===== src/rtl/etu_pkg.sv =====
package etu_pkg;
  // Strobes the control half sends to the counting datapath.
  typedef struct packed {
    logic clrCnt;   // return counter to cycle 0 of a new ETU
    logic loadPer;  // capture the live period for the ETU now starting
  } etuStrb_t;
endpackage


===== src/rtl/etu_dp.sv =====
module etu_dp
  import etu_pkg::*;
#(
  parameter int DIV_W   = 12,
  parameter int MIN_DIV = 5
) (
  input  logic             clk,
  input  logic             rstN,
  input  logic [DIV_W-1:0] divVal,
  input  logic             compEn,
  input  logic             phaseShort,
  input  etuStrb_t         strb,
  output logic             isFirst,
  output logic             isLast,
  output logic             isMid
);
  localparam int PW = DIV_W + 1;
  localparam logic [DIV_W-1:0] MIN_V = DIV_W'(MIN_DIV);
  localparam logic [PW-1:0] RST_PER = PW'(MIN_DIV + 1);

  logic [PW-1:0]    cnt;
  logic [PW-1:0]    curPer;
  logic [DIV_W-1:0] nEff;
  logic [PW-1:0]    nExt;
  logic [PW-1:0]    livePer;
  logic [PW-1:0]    perUse;

  // Clamp of illegal small dividers
  assign nEff = (divVal < MIN_V) ? MIN_V : divVal;
  assign nExt = {1'b0, nEff};

  always_comb begin
    if (compEn) livePer = phaseShort ? (nExt - PW'(1)) : nExt;
    else        livePer = nExt + PW'(1);
  end

  assign isFirst = (cnt == '0);
  assign perUse  = isFirst ? livePer : curPer;
  assign isLast  = (cnt == perUse - PW'(1));
  assign isMid   = (cnt == (perUse >> 1));

  always_ff @(posedge clk or negedge rstN) begin
    if (!rstN) begin
      cnt    <= '0;
      curPer <= RST_PER;
    end else begin
      if (strb.loadPer) curPer <= livePer;
      if (strb.clrCnt)  cnt <= '0;
      else              cnt <= cnt + PW'(1);
    end
  end

  AST_CNT_BELOW_PERIOD: assert property (@(posedge clk) disable iff (!rstN)
    !isFirst |-> (cnt < curPer)) else $error("counter beyond period");
  AST_PERIOD_FLOOR: assert property (@(posedge clk) disable iff (!rstN)
    strb.loadPer |=> (curPer >= PW'(MIN_DIV - 1))) else $error("period under floor");
  AST_PERIOD_HELD: assert property (@(posedge clk) disable iff (!rstN)
    !isFirst |=> $stable(curPer) || $past(strb.loadPer)) else $error("period moved mid-ETU");
endmodule


===== src/rtl/etu_ctrl.sv =====
module etu_ctrl
  import etu_pkg::*;
(
  input  logic     clk,
  input  logic     rstN,
  input  logic     restart,
  input  logic     compEn,
  input  logic     isFirst,
  input  logic     isLast,
  input  logic     isMid,
  output logic     phaseShort,
  output etuStrb_t strb,
  output logic     etuTick,
  output logic     midTick
);
  logic curComp;
  logic compUse;
  logic wrap;

  assign compUse = isFirst ? compEn : curComp;
  assign wrap    = isLast & ~restart;

  assign strb.clrCnt  = restart | isLast;
  assign strb.loadPer = isFirst;

  assign etuTick = wrap;
  assign midTick = isMid & ~restart;

  always_ff @(posedge clk or negedge rstN) begin
    if (!rstN) begin
      phaseShort <= 1'b0;
      curComp    <= 1'b0;
    end else begin
      if (isFirst) curComp <= compEn;
      if (restart)   phaseShort <= 1'b0;
      else if (wrap) phaseShort <= compUse ? ~phaseShort : 1'b0;
    end
  end

  AST_STROBES_DISJOINT: assert property (@(posedge clk) disable iff (!rstN)
    etuTick |-> !midTick) else $error("mid and last coincide");
  AST_COMP_ALTERNATES: assert property (@(posedge clk) disable iff (!rstN)
    (wrap && curComp) |=> (phaseShort != $past(phaseShort))) else $error("no alternation");
  AST_RESTART_LONG: assert property (@(posedge clk) disable iff (!rstN)
    restart |=> (!phaseShort && isFirst)) else $error("restart not long");
  AST_RESTART_QUIET: assert property (@(posedge clk) disable iff (!rstN)
    restart |-> (!etuTick && !midTick)) else $error("strobe during restart");
endmodule


===== src/rtl/etu_divider.sv =====
module etu_divider
  import etu_pkg::*;
#(
  parameter int DIV_W   = 12,
  parameter int MIN_DIV = 5
) (
  input  logic             clk,
  input  logic             rstN,
  input  logic [DIV_W-1:0] divVal,
  input  logic             compEn,
  input  logic             restart,
  output logic             etuTick,
  output logic             midTick
);
  etuStrb_t strb;
  logic isFirst, isLast, isMid, phaseShort;

  etu_dp #(.DIV_W(DIV_W), .MIN_DIV(MIN_DIV)) uDp (
    .clk(clk), .rstN(rstN), .divVal(divVal), .compEn(compEn),
    .phaseShort(phaseShort), .strb(strb),
    .isFirst(isFirst), .isLast(isLast), .isMid(isMid)
  );

  etu_ctrl uCtrl (
    .clk(clk), .rstN(rstN), .restart(restart), .compEn(compEn),
    .isFirst(isFirst), .isLast(isLast), .isMid(isMid),
    .phaseShort(phaseShort), .strb(strb),
    .etuTick(etuTick), .midTick(midTick)
  );
endmodule


===== config.mk =====
export PLATFORM = sky130hd
export DESIGN_NAME = etu_divider
export DESIGN_NICKNAME = d
export VERILOG_FILES = /design/src/rtl/etu_pkg.sv /design/src/rtl/etu_dp.sv /design/src/rtl/etu_ctrl.sv /design/src/rtl/etu_divider.sv
export SDC_FILE = /design/constraint.sdc
export NUM_CORES = 1
export LEC_CHECK = 0
export ABC_AREA = 1
export CAP_MARGIN = 10
export CORE_MARGIN = 3
export CORE_UTILIZATION = 26
export DETAILED_ROUTE_END_ITERATION = 8
export PLACE_DENSITY = 0.39
export RECOVER_POWER = 50
export REMOVE_ABC_BUFFERS = 1
export SLEW_MARGIN = 20
export SYNTH_ARGS = -nofsm -noshare
export SYNTH_HDL_FRONTEND = slang
export SYNTH_SLANG_ARGS = --single-unit
export TNS_END_PERCENT = 50

===== constraint.sdc =====
create_clock -name clk -period 8.6 [get_ports clk]
set_input_delay 1.29 -clock clk [delete_from_list [all_inputs] [get_ports clk]]
set_output_delay 1.29 -clock clk [all_outputs]
set_load 0.1 [all_outputs]

==> After elaboration in Yosys (flattened, before gate mapping) <==
Index checks and enable logic that the tools add are counted.
Widths: inputs -> output; s select.
{ "classes": {"add_sub_neg": 4, "n_mul": 0, "div_mod_pow": 0, "magnitude_cmp": 1, "n_eq_ne": 2, "n_shift": 0, "n_mux": 9, "bitwise": 5, "reduce_logical": 2} }
{ "ops": {"columns": ["cell", "count"], "rows": [
  ["$mux 13", 4],
  ["$add 12x1->13 const B", 1],
  ["$add 13x1->13 const B", 1],
  ["$eq 13x12->1", 1],
  ["$eq 13x13->1", 1],
  ["$logic_not 13->1", 1],
  ["$sub 12x1->13 const B", 1],
  ["$sub 13x1->13 const B", 1],
  ["$lt 12x3->1 const B", 1],
  ["$mux 12", 1],
  ["$mux 1", 4],
  ["$and 1x1->1", 2],
  ["$not 1->1", 2],
  ["$reduce_bool 2->1", 1],
  ["$or 1x1->1", 1]
]} }
{ "word_totals": {"regBits": 28, "latch_bits": 0, "mem_bits_rw": 0, "rom_bits": 0, "word_cells": 27, "mem_count": 0} }

==> Longest topological paths before layout <==
Gate-level depths: netlist of run 1.
{ "logic_depth": {"word_depth": 11, "ltp_mapped": 29, "depth_no_buf": 28} }

==> Modules after synthesis <==
From an unflattened synthesis of run 1, not the netlist that was laid out.
{ "hier_totals": {"cells_unflattened": 495, "hier_area_um2": 2957.8} }
{ "modules_own_cells": {"columns": ["mod", "n_inst", "cells_per_inst", "area_each_um2"], "rows": [
  ["etu_dp", 1, 477, 2835.2],
  ["etu_ctrl", 1, 18, 122.6]
]} }

==> Least setup slack after synthesis of run 1 <==
No wires, ideal clock.
{ "synth_path": {"path_type": "input to output", "start": "input divVal[1]", "end": "output midTick", "arrival_time_ns": 5.126, "required_ns": 7.310, "setup_slack_ns": 2.184, "cell_stages": 19, "path_buffers": 0, "path_cell_list": "nor2_2 nor2_1 nor2_2 nand2_4 nand2_1 ha_1 inv_1 nor3_2 nand3_2 or2_4 nand2_1 nand2_1 nand2_1 nand2_1 nand2_1 nor2_1 nor3_1 o2111ai_1 nor3_1"} }
{ "synth_via": {"elab_chain_cells": 8, "elab_cells_between_ends": 9} }
{ "synth_rtl": {"columns": ["item", "line", "source"], "rows": [
  ["start: declaration", "etu_divider.sv:9", "input logic [DIV_W-1:0] divVal,"],
  ["$lt 12x3->1", "etu_dp.sv:29", "assign nEff = (divVal < MIN_V) ? MIN_V : divVal;"],
  ["$mux 12 *", "etu_dp.sv:29", null],
  ["$sub 12x1->13", "etu_dp.sv:33", "if (compEn) livePer = phaseShort ? (nExt - PW'(1)) : nExt;"],
  ["$mux 13", "etu_dp.sv:33", null],
  ["$mux 13 *", "etu_dp.sv:33", null],
  ["$mux 13 *", "etu_dp.sv:38", "assign perUse = isFirst ? livePer : curPer;"],
  ["$eq 13x12->1 *", "etu_dp.sv:40", "assign isMid = (cnt == (perUse >> 1));"],
  ["$and 1x1->1 *", "etu_ctrl.sv:27", "assign midTick = isMid & ~restart;"],
  ["end: declaration", "etu_divider.sv:13", "output logic midTick"]
]} }
Every way passes the cells marked *; elsewhere a longest branch is shown, timed or not.

==> Final worst setup path of run 1 <==
{ "layout_path": {"start": "input divVal[3]", "end": "output etuTick"} }
{ "layout_via": {"elab_chain_cells": 9, "elab_cells_between_ends": 10} }
{ "layout_rtl": {"columns": ["item", "line", "source"], "rows": [
  ["$lt 12x3->1", "etu_dp.sv:29", null],
  ["$mux 12 *", "etu_dp.sv:29", null],
  ["$sub 12x1->13", "etu_dp.sv:33", null],
  ["$mux 13", "etu_dp.sv:33", null],
  ["$mux 13 *", "etu_dp.sv:33", null],
  ["$mux 13 *", "etu_dp.sv:38", null],
  ["$sub 13x1->13 *", "etu_dp.sv:39", "assign isLast = (cnt == perUse - PW'(1));"],
  ["$eq 13x13->1 *", "etu_dp.sv:39", null],
  ["$and 1x1->1 *", "etu_ctrl.sv:21", "assign wrap = isLast & ~restart;"],
  ["end: declaration", "etu_divider.sv:12", "output logic etuTick,"]
]} }
Marked as above.

==> results of run 1 <==
## worst max-delay path, stage by stage
cell and delay, ns:
sky130_fd_sc_hd__clkdlybuf4s50_1 0.54, sky130_fd_sc_hd__nor2_1 0.15, sky130_fd_sc_hd__nand2_1 0.07, sky130_fd_sc_hd__nor2_2 0.14, sky130_fd_sc_hd__nand2_4 0.10, sky130_fd_sc_hd__nand2_2 0.10, sky130_fd_sc_hd__inv_1 0.05, sky130_fd_sc_hd__ha_1 0.27
sky130_fd_sc_hd__o21ai_0 0.16, sky130_fd_sc_hd__nor2_1 0.10, sky130_fd_sc_hd__a21oi_4 0.23, sky130_fd_sc_hd__ha_1 0.20, sky130_fd_sc_hd__inv_1 0.06, sky130_fd_sc_hd__nor2_2 0.14, sky130_fd_sc_hd__nand3_2 0.12, sky130_fd_sc_hd__nor2_2 0.15
sky130_fd_sc_hd__nand3_1 0.08, sky130_fd_sc_hd__nor2_1 0.17, sky130_fd_sc_hd__nand2_1 0.07, sky130_fd_sc_hd__nand2_1 0.06, sky130_fd_sc_hd__nand2_1 0.07, sky130_fd_sc_hd__inv_2 0.06, sky130_fd_sc_hd__nand2_2 0.05, sky130_fd_sc_hd__nor2_4 0.09
sky130_fd_sc_hd__nand2_4 0.08, sky130_fd_sc_hd__nor2_1 0.09, sky130_fd_sc_hd__clkdlybuf4s50_1 1.14
## cells in the final DEF (no fill, tap or decap), types with 2 or more instances in the layout
master and n:
sky130_fd_sc_hd__nor3_1 10, sky130_fd_sc_hd__nand2_1 135, sky130_fd_sc_hd__ha_1 5, sky130_fd_sc_hd__nor2_1 44, sky130_fd_sc_hd__nand3b_1 2, sky130_fd_sc_hd__nand2_4 5, sky130_fd_sc_hd__nor2_4 14, sky130_fd_sc_hd__a21oi_1 4
sky130_fd_sc_hd__nor2_2 10, sky130_fd_sc_hd__o21ai_0 8, sky130_fd_sc_hd__nor3_2 2, sky130_fd_sc_hd__xor2_1 14, sky130_fd_sc_hd__dlygate4sd3_1 2, sky130_fd_sc_hd__or2_2 7, sky130_fd_sc_hd__nand3_2 5, sky130_fd_sc_hd__inv_2 18
sky130_fd_sc_hd__dfrtp_1 26, sky130_fd_sc_hd__or2_4 2, sky130_fd_sc_hd__o2111ai_1 2, sky130_fd_sc_hd__clkdlybuf4s50_1 15, sky130_fd_sc_hd__inv_1 53, sky130_fd_sc_hd__nand2_2 14, sky130_fd_sc_hd__nand3_1 54, sky130_fd_sc_hd__clkbuf_16 3
sky130_fd_sc_hd__dfstp_2 2, sky130_fd_sc_hd__nand4_1 10
## through the flow
step,total power [mW],utilization
final,0.491,0.304
after global routing,0.531,0.304
after CTS,0.502,0.304
after detailed placement,0.374,0.296
after global placement,0.376,0.296
after floorplan,0.317,-
## kinds of logic after synthesis
| group | Yosys count | share of synthesized area |
|---|---|---|
| xor gates and xnor gates | 15 | 0.0445 |
| AOI/OAI and AO/OA | 18 | 0.0385 |
| and+or+nand+nor | 319 | 0.550 |
| buffers and inverters | 76 | 0.108 |
| DFF | 28 | 0.238 |
| adders and majority gates | 5 | 0.0212 |
## area by class of cell
type | count | area share
multi-input combinational | 357 | 0.578
timing repair buffer | 18 | 0.0521
sequential | 28 | 0.211
clock buffer | 4 | 0.0266
inverter | 71 | 0.0798
tap | 140 | 0.0525
## final timing paths
path,depth (start not counted),endpoint
max,27,etuTick
min,1,uDp.cnt[0]
max reg2reg,22,uDp.cnt[12]
min reg2reg,1,uDp.cnt[0]
max in group asynchronous,2,uDp.curPer[5]
min in group asynchronous,2,uDp.cnt[11]
## power by group
part           switching, mW  leakage [nW]  internal [mW]  total (mW)
clock network         0.0506        0.0442         0.0716       0.122
logic                  0.145          1.26         0.0686       0.214
registers            0.00628         0.357          0.149       0.155
## routing by layer
metal | share of wire | routed length [um] | GRT usage
met5 | 0 | 0 | 0
met4 | 0.013 | 108 | 0.0288
met1 | 0.48 | 3870 | 0.173
met3 | 0.032 | 256 | 0.0178
met2 | 0.47 | 3790 | 0.225
## flip-flops by register name, indices dropped and copies added, names as in the netlist
signal and cells:
uDp.curPer 13, uDp.cnt 13, uCtrl.phaseShort 1, uCtrl.curComp 1
==> impl_results.md, run 1 <==
* Run status: finished, violations left
* Violations in the final reports: capacitance limit, slew limit
* Fmax at 140 MHz
* Setup crit end kind: primary output
* Antenna violations before repair at 0
* GRT Util Overall at 0.131
* Worst Hold Margin at ~0.51 ns
* Average vias per placed instance at between 4 and 5
* Post-layout instance area at between 0.003 and 0.004 sq mm
* Fraction of synthesized cell area taken by the top area cell type at 0.220
* Total Negative Setup Slacks at 0 ns
* Number of levels in the clock H-tree at 1
* Maximum fanout along the worst path at 9
* Reg clk slew, reported paths at approximately 0.070 ns
* Count of TritonRoute iterations in the first routing pass at 4
* Die span in x at 113 um
* Max Transition Viols Final at 29
* PwrDens at 147 mW/mm^2
* CTS Buffer Depth at 2
* Main synth FF type: sky130_fd_sc_hd__dfrtp_1
* Critical path class: input pin to primary output
* Crit path launch: divVal[3]
* Number of cell rows at 38
* Total of flip-flops plus latches after synthesis at 28
* Tcrit/Tclk final at 0.828
* Number of clock sinks at 28
* Main area contributors after synthesis: sky130_fd_sc_hd__dfrtp_1 (22%), sky130_fd_sc_hd__nand2_1 (17%), sky130_fd_sc_hd__nand3_1 (9.1%)
* Post-DRT Antenna Nets at 0
* Worst hold start: uDp.cnt[0]
* Via count of the first global-routing pass at between 2,000 and 3,000
* Starting DRT DRC Count at 173
* Vias after detailed routing at around 2,700
* Multi-input combinational cell area at between 0.0015 and 0.002 sq mm
* Setup repair after global routing missed its margin: no
* Headroom to the max-slew limit at -0.0678
* I/O pin count at 18
* Endpoints failing hold at 0
* Antenna diode instance count at 0
* Crit path time final at between 7 and 8 ns
* Chip height at 113 um
* Number of input and output port buffers inserted at 17
* Placement Cell Area at roughly 0.0033 sq mm
* Proportion of layout cells with a drive suffix above 1 at 0.184
* Cell type with the largest total area after synthesis: sky130_fd_sc_hd__dfrtp_1
* Crit path launch type: input pin
* First-pass GRT wire length at around 13,000 um
* Filler Cells Inserted at between 1,000 and 1,500
* Leakage power summed over all cells at 1.66 nW
* Count leader, synth: sky130_fd_sc_hd__nand2_1
* Async set-reset flop share out of synthesis at 1.00
* Max-cap violations at 1
* Starting density of the core at 0.269
* PnR worst setup slack at between 1 and 1.5 ns
* Number of cells after detailed placement at just over 600
* CTS buffer count at 3
* Buffer type at the clock tree root: sky130_fd_sc_hd__clkbuf_16
* Cells after Synth at approximately 460
* Worst VDD drop at roughly 0.073 mV
* Average wire per cell in the routed design at between 10 and 15 um
* Commonest cells in the netlist: sky130_fd_sc_hd__nand2_1 (135), sky130_fd_sc_hd__nand3_1 (54), sky130_fd_sc_hd__inv_1 (53), sky130_fd_sc_hd__nor2_1 (44), sky130_fd_sc_hd__dfrtp_1 (26)
* Setup Slack @ Placement at 1.46 ns
* Setup Buffers After CTS at 0
* Die area at approximately 0.013 sq mm
* Number of different library cells in the post-synthesis netlist at 36
* Syn. warnings at 0
* Arrival time worst endpoint at a little under 6 ns
* Source-to-sink clock delay at the later pin of the worst-skew pair at between 0.2 and 0.3 ns
* Sequential cell area at approximately 700 sq um
* Remaining global-route overflow at 0
* Weighted congestion at the end of routability-driven global placement at roughly 0.8
* Sequential cell area fraction in the yosys report at 0.238
* TritonCTS clock tree: done
* Critical Path RT at around 7.3 ns
* Average cell area after synthesis at between 6 and 7 sq um
* Maximum number of pins on one net before global-route repair at 29
* Setup Skew at between 0.004 and 0.005 ns
* Transition time at the pin with the least slew margin at between 1.5 and 2 ns
* Post-synthesis instance area at roughly 0.0030 sq mm
* Area of the core at 0.0110 sq mm
* R2R setup slack at between 4 and 5 ns
* Path category of the worst min-delay check: flip-flop to flip-flop
* Detailed placer's ending HPWL at between 6000 and 7000 um
* Post-CTS Hold Buffers at 0
* Final WL at between 8000 and 9000 um
* Syn-to-layout area delta at 13.0%
* Count of flip-flops with a built-in enable after synthesis at 0
* Final-stage net count at 500
* Count of final setup violators at 0
* Final Instance Count excl. Fillers at a little over 600
* Origin of the critical flop-to-flop path: uDp.cnt[0]
* DR DRC count at 0
* Post-cts resize count at 0
No activity file was read; power rests on OpenSTA's default activity.
==> run 2, diff against run 1 <==
--- a/config.mk
+++ b/config.mk
@@ -10,7 +10,7 @@
 export CORE_MARGIN = 3
 export CORE_UTILIZATION = 26
 export DETAILED_ROUTE_END_ITERATION = 8
-export PLACE_DENSITY = 0.39
+export PLACE_DENSITY = 0.41
 export RECOVER_POWER = 50
 export REMOVE_ABC_BUFFERS = 1
 export SLEW_MARGIN = 20
==> constraint.sdc (replaced) <==
create_clock -name clk -period 6.3 [get_ports clk]
set_input_delay 0.945 -clock clk [delete_from_list [all_inputs] [get_ports clk]]
set_output_delay 0.945 -clock clk [all_outputs]
set_load 0.1 [all_outputs]
==> run 2 against run 1 <==
  * The run still ends with capacitance limit, slew limit left
  * Sequential share of layout area barely moved
  * Utilization barely moved
  * Via count rose by 0.11%
==> impl_results.md, run 2 (synthesized netlist as in run 1, its figures left out) <==
* DRT met1 WL at 3850 um (was 3870 um)
* Standard cell with the maximum stage delay on the critical path: sky130_fd_sc_hd__clkdlybuf4s50_1 (unchanged)
* Proportion of power drawn by the clock network at 0.237 (was 0.249)
* Number of levels in the clock H-tree at 1 (unchanged)
* Run status: finished, violations left (unchanged)
* Worst VDD drop at 0.101 mV (was 0.0730 mV)
* Origin of the critical flop-to-flop path: uDp.cnt[0] (unchanged)
* Post-DRT Antenna Nets at 0 (unchanged)
* Buffer type at the clock tree root: sky130_fd_sc_hd__clkbuf_16 (unchanged)
* Crit path launch: divVal[3] (unchanged)
* Die span in x at 113 um (unchanged)
* Antenna violations before repair at 0 (unchanged)
* Setup crit end kind: primary output (unchanged)
* Syn-to-layout area delta at 13.0% (about the same)
* Weighted congestion at the end of routability-driven global placement at 0.780 (was 0.803)
* Critical Path RT at 5.35 ns (was 7.31 ns)
* Reg clk slew, reported paths at 0.07 ns (about the same)
* Setup Skew at 0.00435 ns (was 0.00477 ns)
* Arrival time worst endpoint at 4.63 ns (was 5.83 ns)
* Worst hold start: uDp.cnt[0] (unchanged)
* Maximum number of pins on one net before global-route repair at 29 (unchanged)
* Count of final setup violators at 0 (unchanged)
* First-pass GRT wire length at 13,700 um (was 13,500 um)
* Chip height at 113 um (unchanged)
* Post-CTS Hold Buffers at 0 (unchanged)
* Vias after detailed routing at 2,742 (was 2,739)
* Met3 wire length at 174 um (was 256 um)
* Post-cts resize count at 0 (unchanged)
* Antenna diode instance count at 0 (unchanged)
* Max-cap violations at 1 (unchanged)
* Share of power burned in registers at 0.322 (was 0.317)
* Switch Pwr at 0.275 mW (was 0.202 mW)
* Kind of cell adding the most delay to the critical path: simple AND/OR/NAND/NOR gates (was buffers and inverters)
* Remaining global-route overflow at 0 (unchanged)
* GRT Util Overall at 0.132 (was 0.131)
* DR DRC count at 0 (unchanged)
* Critical path class: input pin to primary output (unchanged)
* Number of clock sinks at 28 (unchanged)
* Cell internal pwr at 0.384 mW (was 0.289 mW)
* Via count of the first global-routing pass at 2,805 (was 2,728)
* Highest-count cells in the layout ignoring fill and taps: sky130_fd_sc_hd__nand2_1 (135), sky130_fd_sc_hd__nand3_1 (54), sky130_fd_sc_hd__inv_1 (53) (unchanged)
* Fmax at between 150 and 200 MHz
* Max stage delay on crit path at 0.54 ns (was 1.14 ns)
* Detailed placer's ending HPWL at 6360 um (was 6520 um)
* Uppermost layer routed: met4 (unchanged)
* Registers with the highest flip-flop counts: uDp.cnt x13, uDp.curPer x13 (unchanged)
* Source-to-sink clock delay at the later pin of the worst-skew pair at 0.27 ns (about the same)
* PwrDens at 198 mW/mm^2 (was 147 mW/mm^2)
* Setup Buffers After CTS at 0 (unchanged)
* Number of input and output port buffers inserted at 17 (unchanged)
* Starting DRT DRC Count at 142 (was 173)
* Average wire per cell in the routed design at 12.7 um (was 13.0 um)
* TritonCTS clock tree: done (unchanged)
* Maximum fanout along the worst path at 9 (unchanged)
* PnR Total Power at 0.659 mW (was 0.491 mW)
* Switching Share at 0.417 (was 0.411)
* Worst Path Buf+Inv at 5 (unchanged)
* Average vias per placed instance at 4.44 (was 4.43)
* R2R setup slack at 2.59 ns (was 4.96 ns)
* Total Negative Setup Slacks at 0 ns (unchanged)
* Setup repair after global routing missed its margin: no (unchanged)
* DR WL met2 at 3610 um (was 3790 um)
* Violations in the final reports: capacitance limit, slew limit (unchanged)
* Path category of the worst min-delay check: flip-flop to flip-flop (unchanged)
* Final WL at 7840 um (was 8020 um)
* Headroom to the max-slew limit at -0.0437 (was -0.0678)
* Final-stage net count at 500 (unchanged)
* Proportion of layout cells with a drive suffix above 1 at 0.186 (was 0.184)
* Die area at 0.0127 sq mm (unchanged)
* CTS Buffer Depth at 2 (unchanged)
* Starting density of the core at 0.269 (unchanged)
* Area of the core at 0.0110 sq mm (unchanged)
* Leakage power summed over all cells at 1.66 nW (about the same)
* Endpoints failing hold at 0 (unchanged)
* Count of TritonRoute iterations in the first routing pass at 4 (unchanged)
* Number of cell rows at 38 (unchanged)
* Most frequent standard cell in the layout excluding fill and tap cells: sky130_fd_sc_hd__nand2_1 (unchanged)
* CTS buffer count at 3 (unchanged)
* Crit path time final at 5.57 ns
* Combinational share of power at 0.441 (was 0.435)
* I/O pin count at 18 (unchanged)
* Tcrit/Tclk final at 0.885
* Transition time at the pin with the least slew margin at 1.57 ns (was 1.60 ns)
* Crit path launch type: input pin (unchanged)
* Max Transition Viols Final at 29 (unchanged)
-- run 2: stage by stage --
stage	hold WS [ns]	instance area [sq um]	utilization	setup WS, ns	std cells
global route	0.533	3340	0.304	0.396	618
global placement	0.489	3260	0.297	0.789	614
CTS	0.516	3340	0.304	0.696	618
detailed placement	0.505	3260	0.297	0.712	614
finish	0.517	3340	0.304	0.726	618
floorplan	0.461	2900	-	0.572	456
-- run 2: path summary, 6_finish.rpt --
path	endpoint	cells past startpoint
max	etuTick	27
min	uDp.cnt[0]	1
max reg2reg	uDp.cnt[12]	22
min reg2reg	uDp.cnt[0]	1
max in group asynchronous	uDp.curPer[3]	2
min in group asynchronous	uDp.cnt[11]	2
-- run 2: power by group through the flow --
stage / registers [mW] / logic [mW] / clock network [mW]
CTS: 0.213 / 0.295 / 0.160
global placement: 0.216 / 0.295 / 0
floorplan: 0.214 / 0.219 / 0
finish: 0.213 / 0.291 / 0.156
global route: 0.216 / 0.333 / 0.167
detailed placement: 0.216 / 0.293 / 0
-- run 2: routing by layer --
| layer | up-vias | track usage |
|---|---|---|
| li1 | 1484 | - |
| met1 | 1212 | 0.173 |
| met2 | 34 | 0.224 |
| met3 | 12 | 0.0162 |
| met4 | 0 | 0.0433 |
| met5 | - | 0 |
-- run 2: worst reg2reg max path, cell delays in order, from the launching register on --
cell and delay (ns):
sky130_fd_sc_hd__dfrtp_1 0.42, sky130_fd_sc_hd__inv_1 0.14, sky130_fd_sc_hd__ha_1 0.22, sky130_fd_sc_hd__nand4_1 0.13, sky130_fd_sc_hd__nor2_2 0.50, sky130_fd_sc_hd__nand3_1 0.29
sky130_fd_sc_hd__nand2_4 0.18, sky130_fd_sc_hd__ha_1 0.18, sky130_fd_sc_hd__inv_1 0.06, sky130_fd_sc_hd__nor2_2 0.13, sky130_fd_sc_hd__nand3_2 0.12, sky130_fd_sc_hd__nor2_2 0.16
sky130_fd_sc_hd__nand3_1 0.09, sky130_fd_sc_hd__nor2_1 0.16, sky130_fd_sc_hd__nand2_1 0.07, sky130_fd_sc_hd__nand2_1 0.06, sky130_fd_sc_hd__nand2_1 0.07, sky130_fd_sc_hd__inv_2 0.05
sky130_fd_sc_hd__nand2_2 0.05, sky130_fd_sc_hd__nor2_4 0.09, sky130_fd_sc_hd__nand2_4 0.08, sky130_fd_sc_hd__nand2_4 0.27, sky130_fd_sc_hd__nor2_1 0.08
-- run 2: area by class of cell --
class	count	area, sq um
multi-input combinational	357	1930
inverter	71	267
fill	1241	7650
clock buffer	4	78.8
timing repair buffer	18	181
sequential	28	703
tap	140	175
